**src/rtl/mcp_pkg.sv**
```systemverilog
package mcp_pkg;
    localparam int CSR_W   = 16;
    localparam int FIELD_W = 6;

    typedef struct packed {
        logic launch_rise;
        logic hs_en;
        logic a_dir;
        logic b_dir;
        logic a_dat;
        logic b_dat;
    } ctl_fields_t;

    typedef enum logic {
        PIN_MODE_GPIO   = 1'b0,
        PIN_MODE_HSHAKE = 1'b1
    } pin_mode_e;

    function automatic pin_mode_e mode_of(ctl_fields_t f);
        return f.hs_en ? PIN_MODE_HSHAKE : PIN_MODE_GPIO;
    endfunction

    function automatic logic [CSR_W-1:0] pack_readback(ctl_fields_t f,
                                                      logic a_rd,
                                                      logic b_rd);
        return {{(CSR_W-FIELD_W){1'b0}}, f.launch_rise, f.hs_en,
                f.a_dir, f.b_dir, a_rd, b_rd};
    endfunction
endpackage

```
**src/rtl/mcp_sync.sv**
```systemverilog
module mcp_sync #(
    parameter int W      = 3,
    parameter int STAGES = 2
) (
    input  logic         clk,
    input  logic         rst,
    input  logic [W-1:0] d,
    output logic [W-1:0] q
);
    logic [W-1:0] st [STAGES];

    always_ff @(posedge clk) begin
        if (rst) st[0] <= '0;
        else     st[0] <= d;
    end

    for (genvar i = 1; i < STAGES; i++) begin : g_stage
        always_ff @(posedge clk) begin
            if (rst) st[i] <= '0;
            else     st[i] <= st[i-1];
        end
    end

    assign q = st[STAGES-1];
endmodule

```
**src/rtl/mcp_ctl_reg.sv**
```systemverilog
module mcp_ctl_reg
    import mcp_pkg::*;
(
    input  logic             clk,
    input  logic             rst,
    input  logic             wr,
    input  logic [CSR_W-1:0] wdata,
    input  logic             a_sync,
    input  logic             b_sync,
    output ctl_fields_t      fields,
    output logic [CSR_W-1:0] rdata
);
    ctl_fields_t f_q;
    logic        a_rd, b_rd;
    logic        rsvd_unused;

    assign rsvd_unused = ^wdata[CSR_W-1:FIELD_W];

    always_ff @(posedge clk) begin
        if (rst) begin
            f_q <= '0;
        end else if (wr) begin
            f_q.launch_rise <= wdata[5];
            f_q.hs_en       <= wdata[4];
            f_q.a_dir       <= wdata[3];
            f_q.b_dir       <= wdata[2];
            if (f_q.a_dir) f_q.a_dat <= wdata[1];
            if (f_q.b_dir) f_q.b_dat <= wdata[0];
        end
    end

    always_comb begin
        a_rd = (mode_of(f_q) == PIN_MODE_GPIO && f_q.a_dir) ? f_q.a_dat : a_sync;
        b_rd = (mode_of(f_q) == PIN_MODE_GPIO && f_q.b_dir) ? f_q.b_dat : b_sync;
    end

    assign rdata  = pack_readback(f_q, a_rd, b_rd);
    assign fields = f_q;

    p_rsvd_zero_r2: assert property (@(posedge clk) disable iff (rst)
        rdata[CSR_W-1:FIELD_W] == '0);
    p_a_ignored_r6: assert property (@(posedge clk) disable iff (rst)
        (wr && !f_q.a_dir) |=> $stable(f_q.a_dat));
    p_b_ignored_r6: assert property (@(posedge clk) disable iff (rst)
        (wr && !f_q.b_dir) |=> $stable(f_q.b_dat));
endmodule

```
**src/rtl/mcp_handshake.sv**
```systemverilog
module mcp_handshake #(
    parameter int SPACE_W     = 4,
    parameter int SPACE_LIMIT = 2
) (
    input  logic               clk,
    input  logic               rst,
    input  logic               hs_en,
    input  logic               frame_pending,
    input  logic               tx_active,
    input  logic               close_flag,
    input  logic [SPACE_W-1:0] min_space,
    input  logic               cts_sync,
    output logic               rts_req,
    output logic               tx_go
);
    localparam logic [SPACE_W-1:0] LIMIT = SPACE_W'(SPACE_LIMIT);

    logic rts_q, rts_d, keep_after_close;

    always_comb begin
        keep_after_close = frame_pending && (min_space <= LIMIT);
        rts_d = rts_q;
        if (!hs_en)                          rts_d = 1'b0;
        else if (close_flag)                 rts_d = keep_after_close;
        else if (frame_pending || tx_active) rts_d = 1'b1;
    end

    always_ff @(posedge clk) begin
        if (rst) rts_q <= 1'b0;
        else     rts_q <= rts_d;
    end

    assign rts_req = rts_q;
    assign tx_go   = frame_pending && !tx_active && (!hs_en || !cts_sync);

    p_close_release_r9: assert property (@(posedge clk) disable iff (rst)
        (close_flag && min_space > LIMIT) |=> !rts_q);
    p_hold_low_r8: assert property (@(posedge clk) disable iff (rst)
        (hs_en && tx_active && !close_flag) |=> rts_q);
    p_cts_block_r10: assert property (@(posedge clk) disable iff (rst)
        (hs_en && cts_sync) |-> !tx_go);
    p_no_go_busy_r10: assert property (@(posedge clk) disable iff (rst)
        tx_active |-> !tx_go);
endmodule

```
**src/rtl/mcp_td_launch.sv**
```systemverilog
module mcp_td_launch (
    input  logic clk,
    input  logic rst,
    input  logic tclk_sync,
    input  logic rise_sel,
    input  logic hold_mark,
    input  logic tx_bit,
    output logic td
);
    logic tclk_prev, fire, td_q;

    always_comb begin
        if (rise_sel) fire = tclk_sync && !tclk_prev;
        else          fire = !tclk_sync && tclk_prev;
    end

    always_ff @(posedge clk) begin
        if (rst) begin
            tclk_prev <= 1'b0;
            td_q      <= 1'b1;
        end else begin
            tclk_prev <= tclk_sync;
            if (fire) td_q <= hold_mark ? 1'b1 : tx_bit;
        end
    end

    assign td = td_q;

    p_hold_mark_r12: assert property (@(posedge clk) disable iff (rst)
        (fire && hold_mark) |=> td_q);
    p_no_fire_r11: assert property (@(posedge clk) disable iff (rst)
        !fire |=> $stable(td_q));
endmodule

```
**src/rtl/mcp_top.sv**
```systemverilog
module mcp_top
    import mcp_pkg::*;
#(
    parameter int SPACE_W     = 4,
    parameter int SPACE_LIMIT = 2,
    parameter int SYNC_STAGES = 2
) (
    input  logic               clk,
    input  logic               rst,
    input  logic               csr_wr,
    input  logic [CSR_W-1:0]   csr_wdata,
    output logic [CSR_W-1:0]   csr_rdata,
    input  logic               frame_pending,
    input  logic               tx_active,
    input  logic               close_flag_done,
    input  logic [SPACE_W-1:0] min_spacing,
    output logic               tx_go,
    input  logic               tx_bit,
    input  logic               tclk,
    output logic               td_out,
    input  logic               pin_a_i,
    output logic               pin_a_o,
    output logic               pin_a_oe,
    input  logic               pin_b_i,
    output logic               pin_b_o,
    output logic               pin_b_oe
);
    localparam int SYNC_W = 3;

    logic [SYNC_W-1:0] raw, synced;
    ctl_fields_t       f;
    logic              rts_req;
    pin_mode_e         mode;

    assign raw = {tclk, pin_a_i, pin_b_i};

    mcp_sync #(.W(SYNC_W), .STAGES(SYNC_STAGES)) u_sync (
        .clk(clk), .rst(rst), .d(raw), .q(synced)
    );

    mcp_ctl_reg u_reg (
        .clk(clk), .rst(rst), .wr(csr_wr), .wdata(csr_wdata),
        .a_sync(synced[1]), .b_sync(synced[0]),
        .fields(f), .rdata(csr_rdata)
    );

    assign mode = mode_of(f);

    mcp_handshake #(.SPACE_W(SPACE_W), .SPACE_LIMIT(SPACE_LIMIT)) u_hs (
        .clk(clk), .rst(rst), .hs_en(f.hs_en),
        .frame_pending(frame_pending), .tx_active(tx_active),
        .close_flag(close_flag_done), .min_space(min_spacing),
        .cts_sync(synced[0]), .rts_req(rts_req), .tx_go(tx_go)
    );

    mcp_td_launch u_td (
        .clk(clk), .rst(rst), .tclk_sync(synced[2]),
        .rise_sel(f.launch_rise),
        .hold_mark(f.hs_en && !tx_active),
        .tx_bit(tx_bit), .td(td_out)
    );

    always_comb begin
        if (mode == PIN_MODE_HSHAKE) begin
            pin_a_oe = 1'b1;
            pin_a_o  = !rts_req;
            pin_b_oe = 1'b0;
        end else begin
            pin_a_oe = f.a_dir;
            pin_a_o  = f.a_dat;
            pin_b_oe = f.b_dir;
        end
        pin_b_o = f.b_dat;
    end

    p_hs_dir_r7: assert property (@(posedge clk) disable iff (rst)
        f.hs_en |-> (pin_a_oe && !pin_b_oe));
    p_gpio_dir_r4: assert property (@(posedge clk) disable iff (rst)
        !f.hs_en |-> (pin_a_oe == csr_rdata[3] && pin_b_oe == csr_rdata[2]));
endmodule

```
**config.mk**
```make
export PLATFORM = sky130hd
export DESIGN_NAME = mcp_top
export DESIGN_NICKNAME = d
export VERILOG_FILES = /design/src/rtl/mcp_pkg.sv /design/src/rtl/mcp_sync.sv /design/src/rtl/mcp_ctl_reg.sv /design/src/rtl/mcp_handshake.sv /design/src/rtl/mcp_td_launch.sv /design/src/rtl/mcp_top.sv
export SDC_FILE = /design/constraint.sdc
export NUM_CORES = 1
export LEC_CHECK = 0
export BUFFER_PORTS_ARGS = -buffer_cell sky130_fd_sc_hd__buf_2
export CORE_MARGIN = 1
export CORE_UTILIZATION = 39
export CTS_CLUSTER_SIZE = 30
export DETAILED_ROUTE_END_ITERATION = 8
export GPL_ROUTABILITY_DRIVEN = 0
export PLACE_DENSITY = 0.77
export SYNTH_ARGS = -nofsm -noshare
export SYNTH_HDL_FRONTEND = slang
export SYNTH_HIERARCHICAL = 1
export SYNTH_SLANG_ARGS = --single-unit
```
**constraint.sdc**
```tcl
create_clock -name clk -period 1.2 [get_ports clk]
set_input_delay 0.06 -clock clk [delete_from_list [all_inputs] [get_ports clk]]
set_output_delay 0.06 -clock clk [all_outputs]
set_load 0.1 [all_outputs]
```
==> impl_metrics.tcl <==
set metrics [dict create \
    status "complete, but fails checks" \
    violations "negative hold slack, negative setup slack" \
    routed_via_density 4.25 \
    synth_edf_count 0 \
    synth-simple-area-share 0.188 \
    yosysUniqueCellTypes 21 \
    worst-path-buf-inv 1 \
    synth_seq_cells 15 \
    drt-initial-drc-count 9 \
    place_inst 126 \
    synth_most_common_cell "buf_4" \
    cp.depth 3 \
    yosysTopAreaCell "dfxtp_1" \
    max_stage_delay_ps 360 \
    max_cap_violations 0 \
    dpl_cell_area_um2 1030 \
    synth_fa_ha_area_frac 0 \
    core_region_area_um2 1760 \
    fin_area_um2 1120 \
    cp_top_family "flip-flops" \
    grt_pass1_vias 522 \
    cts-root-buf "clkbuf_4" \
    initial_core_util 0.422 \
    p_leak_uw 0.000518 \
    ios 52 \
    power_density_nw_per_um2 1200 \
    criticalPathCategory "flip-flop to output port" \
    final_cells 134 \
    cp_slowest_cell "dfxtp_4" \
    grt_usage 0.148 \
    tritoncts "yes" \
    min_period_over_period 1.08 \
    vias 569 \
    dieHeight_um 45.7 \
    fin_ws_ps -101 \
    fillers 154 \
    post_drt_wl_per_cell_um 10.2 \
    clock.fmax_mhz 768 \
    rsz0062_at_grt "true" \
    grt_pass1_wl_mm 2.15 \
    htreeDepth 1 \
    avgSynthCellArea_um2 9.93 \
    grt-ovfl-total 0 \
    hold_depth 2 \
    cts_max_path_buffers 2 \
    grt_antenna_before_repair 0 \
    cp_cell_sequence "nand2b_4 > mux2_4 > buf_12" \
    clk_pin_slew_ps 80 \
    postRouteWirelength_mm 1.37 \
    die_w_um 45.7 \
    detailed_place_hpwl_mm 1.07 \
    worstPathMaxFanout 4 \
    netlist_instances 75 \
    whs_ps -0.588 \
    start_kind "flip-flop" \
    diodes 0 \
    synth.yosys.seq_area_share 0.403 \
    clkLatencyLatePin_ps 270 \
    irDropWorstVdd_mv 0.705 \
    slew_viol_final 0 \
    synthTopCellsByCount "16 x buf_4, 15 x dfxtp_1, 10 x nor2b_1" \
    cts_made_buffers 3 \
    synth_top_flop_cell "dfxtp_1" \
    yosys-top-cells-area "dfxtp_1 40%, buf_4 16%, nor2b_1 8.4%" \
    nets 140 \
    synth-compound-area-share 0.0958 \
    row_count 15 \
    drtPass1Iterations 3 \
    end_kind "output port" \
    synth.area.mux_share 0.121 \
    synthArstFlopShare 0 \
    hold_violations 1 \
    setup_viol 5 \
    route.antenna.remaining_nets 0 \
    required_ps 1140 \
    port_buffers 31 \
    r2r_cells 4 \
    period_needed_ps 1300 \
    synth_area_um2 744 \
    finClkSkew_ps 0.576 \
    cts_sinks 15 \
    synth_top_family_by_area "simple AND/OR/NAND/NOR gates" \
    synthXorXnorAreaFrac 0 \
    drc 0 \
    min_path_type "primary input to flip-flop" \
    syn_to_final_growth_pct 50.9 \
    die_area_um2 2090 \
    grt_max_degree 17 \
    drive_gt1_frac 0.505 \
    cp_data_arrival_time_ps 1240 \
    yosysWarnings 6 \
    synth.top_cell.area_share 0.403 \
]
-- per-stage QoR --
stage / TNS, ps / power (µW) / util / worst slack [ps] / hold WS [ps]
after CTS: -500 / 1350 / 0.628 / -113 / 0.620
after global placement: 0 / 1050 / 0.582 / 146 / 270
after global routing: -666 / 1400 / 0.637 / -147 / 6.16
after detailed placement: 0 / 1060 / 0.582 / 111 / 275
after floorplan: -205 / 956 / - / -119 / 119
final: -424 / 1350 / 0.637 / -101 / -0.588
-- cells in the final DEF (no fill, tap or decap) --
cell           count
nor2b_4            1
a211oi_4           1
conb_1            10
nand3_1            2
dfxtp_4            2
buf_12             9
clkbuf_4           4
dfxtp_1           10
o21bai_1           1
nor2b_1            9
nand2b_4           2
dlygate4sd3_1      2
nor3_1             1
a211o_1            1
mux2i_1            5
mux2_4             2
buf_6              2
mux2i_4            1
buf_2             21
nor2_1             5
buf_4              3
a21oi_2            1
a21bo_1            2
a21oi_1            2
clkbuf_1           1
dfxtp_2            3
or2_4              1
nor3b_2            2
a22o_1             1
inv_1              2
-- power by group --
group / internal (µW) / switching [µW]
clock network: 129 / 142
registers: 518 / 17.0
logic: 165 / 375
total: 812 / 534
-- worst paths after layout --
path                    from               to  slack [ps]
min                  pin_a_i  u_sync/st[0][1]        -0.6
min reg2reg  u_sync/st[0][0]  u_sync/st[1][0]         440
max reg2reg  u_reg/fields[4]          u_td/td         150
max          u_reg/fields[4]     csr_rdata[0]        -100
-- sequential cells by signal, indices dropped and copies added, names as in the netlist --
name            flops
u_reg/fields        6
u_sync/st           6
u_hs/rts_req        1
u_td/tclk_prev      1
u_td/td             1
-- layout make-up --
class / count / area, µm² / area share
clock buffer: 4 / 26.3 / 0.0234
tap: 25 / 31.3 / 0.0278
inverter: 2 / 7.51 / 0.00668
sequential: 15 / 312 / 0.277
multi-input combinational: 50 / 389 / 0.346
timing repair buffer: 38 / 358 / 0.318
-- kinds of logic (layout without fill, tap and decap cells) --
| logic type | after synthesis | count (layout) |
|---|---|---|
| simple gates | 23 | 23 |
| other cells | 1 | 10 |
| mux | 8 | 8 |
| compound gates | 9 | 9 |
| flops | 15 | 15 |
| buf+inv | 19 | 44 |
-- repair_timing --
| action | 4_1_cts | 5_1_grt |
|---|---|---|
| endpoints found under the setup margin | 6 | 7 |
| setup buffers | 1 | 1 |
| gates resized for setup | 6 | 3 |
| hold buffers | 2 | 0 |
| endpoints found under the hold margin | 2 | 0 |
| pin swaps | 1 | 0 |
-- per-layer routing --
metal / track usage / part of all wire / vias up
li1: - / - / 291
met5: 0 / 0 / -
met4: 0.106 / 0.014 / 0
met1: 0.165 / 0.42 / 249
met3: 0.0238 / 0.063 / 2
met2: 0.251 / 0.50 / 27
-- worst reg2reg max path, delay by kind of cell (launching register included) --
kind / cells / cell delay, ps
DFF: 1 / 360
muxes: 1 / 110
and+or+nand+nor: 2 / 320
buffers and inverters: 1 / 140
(Power assumes the default switching activity.)
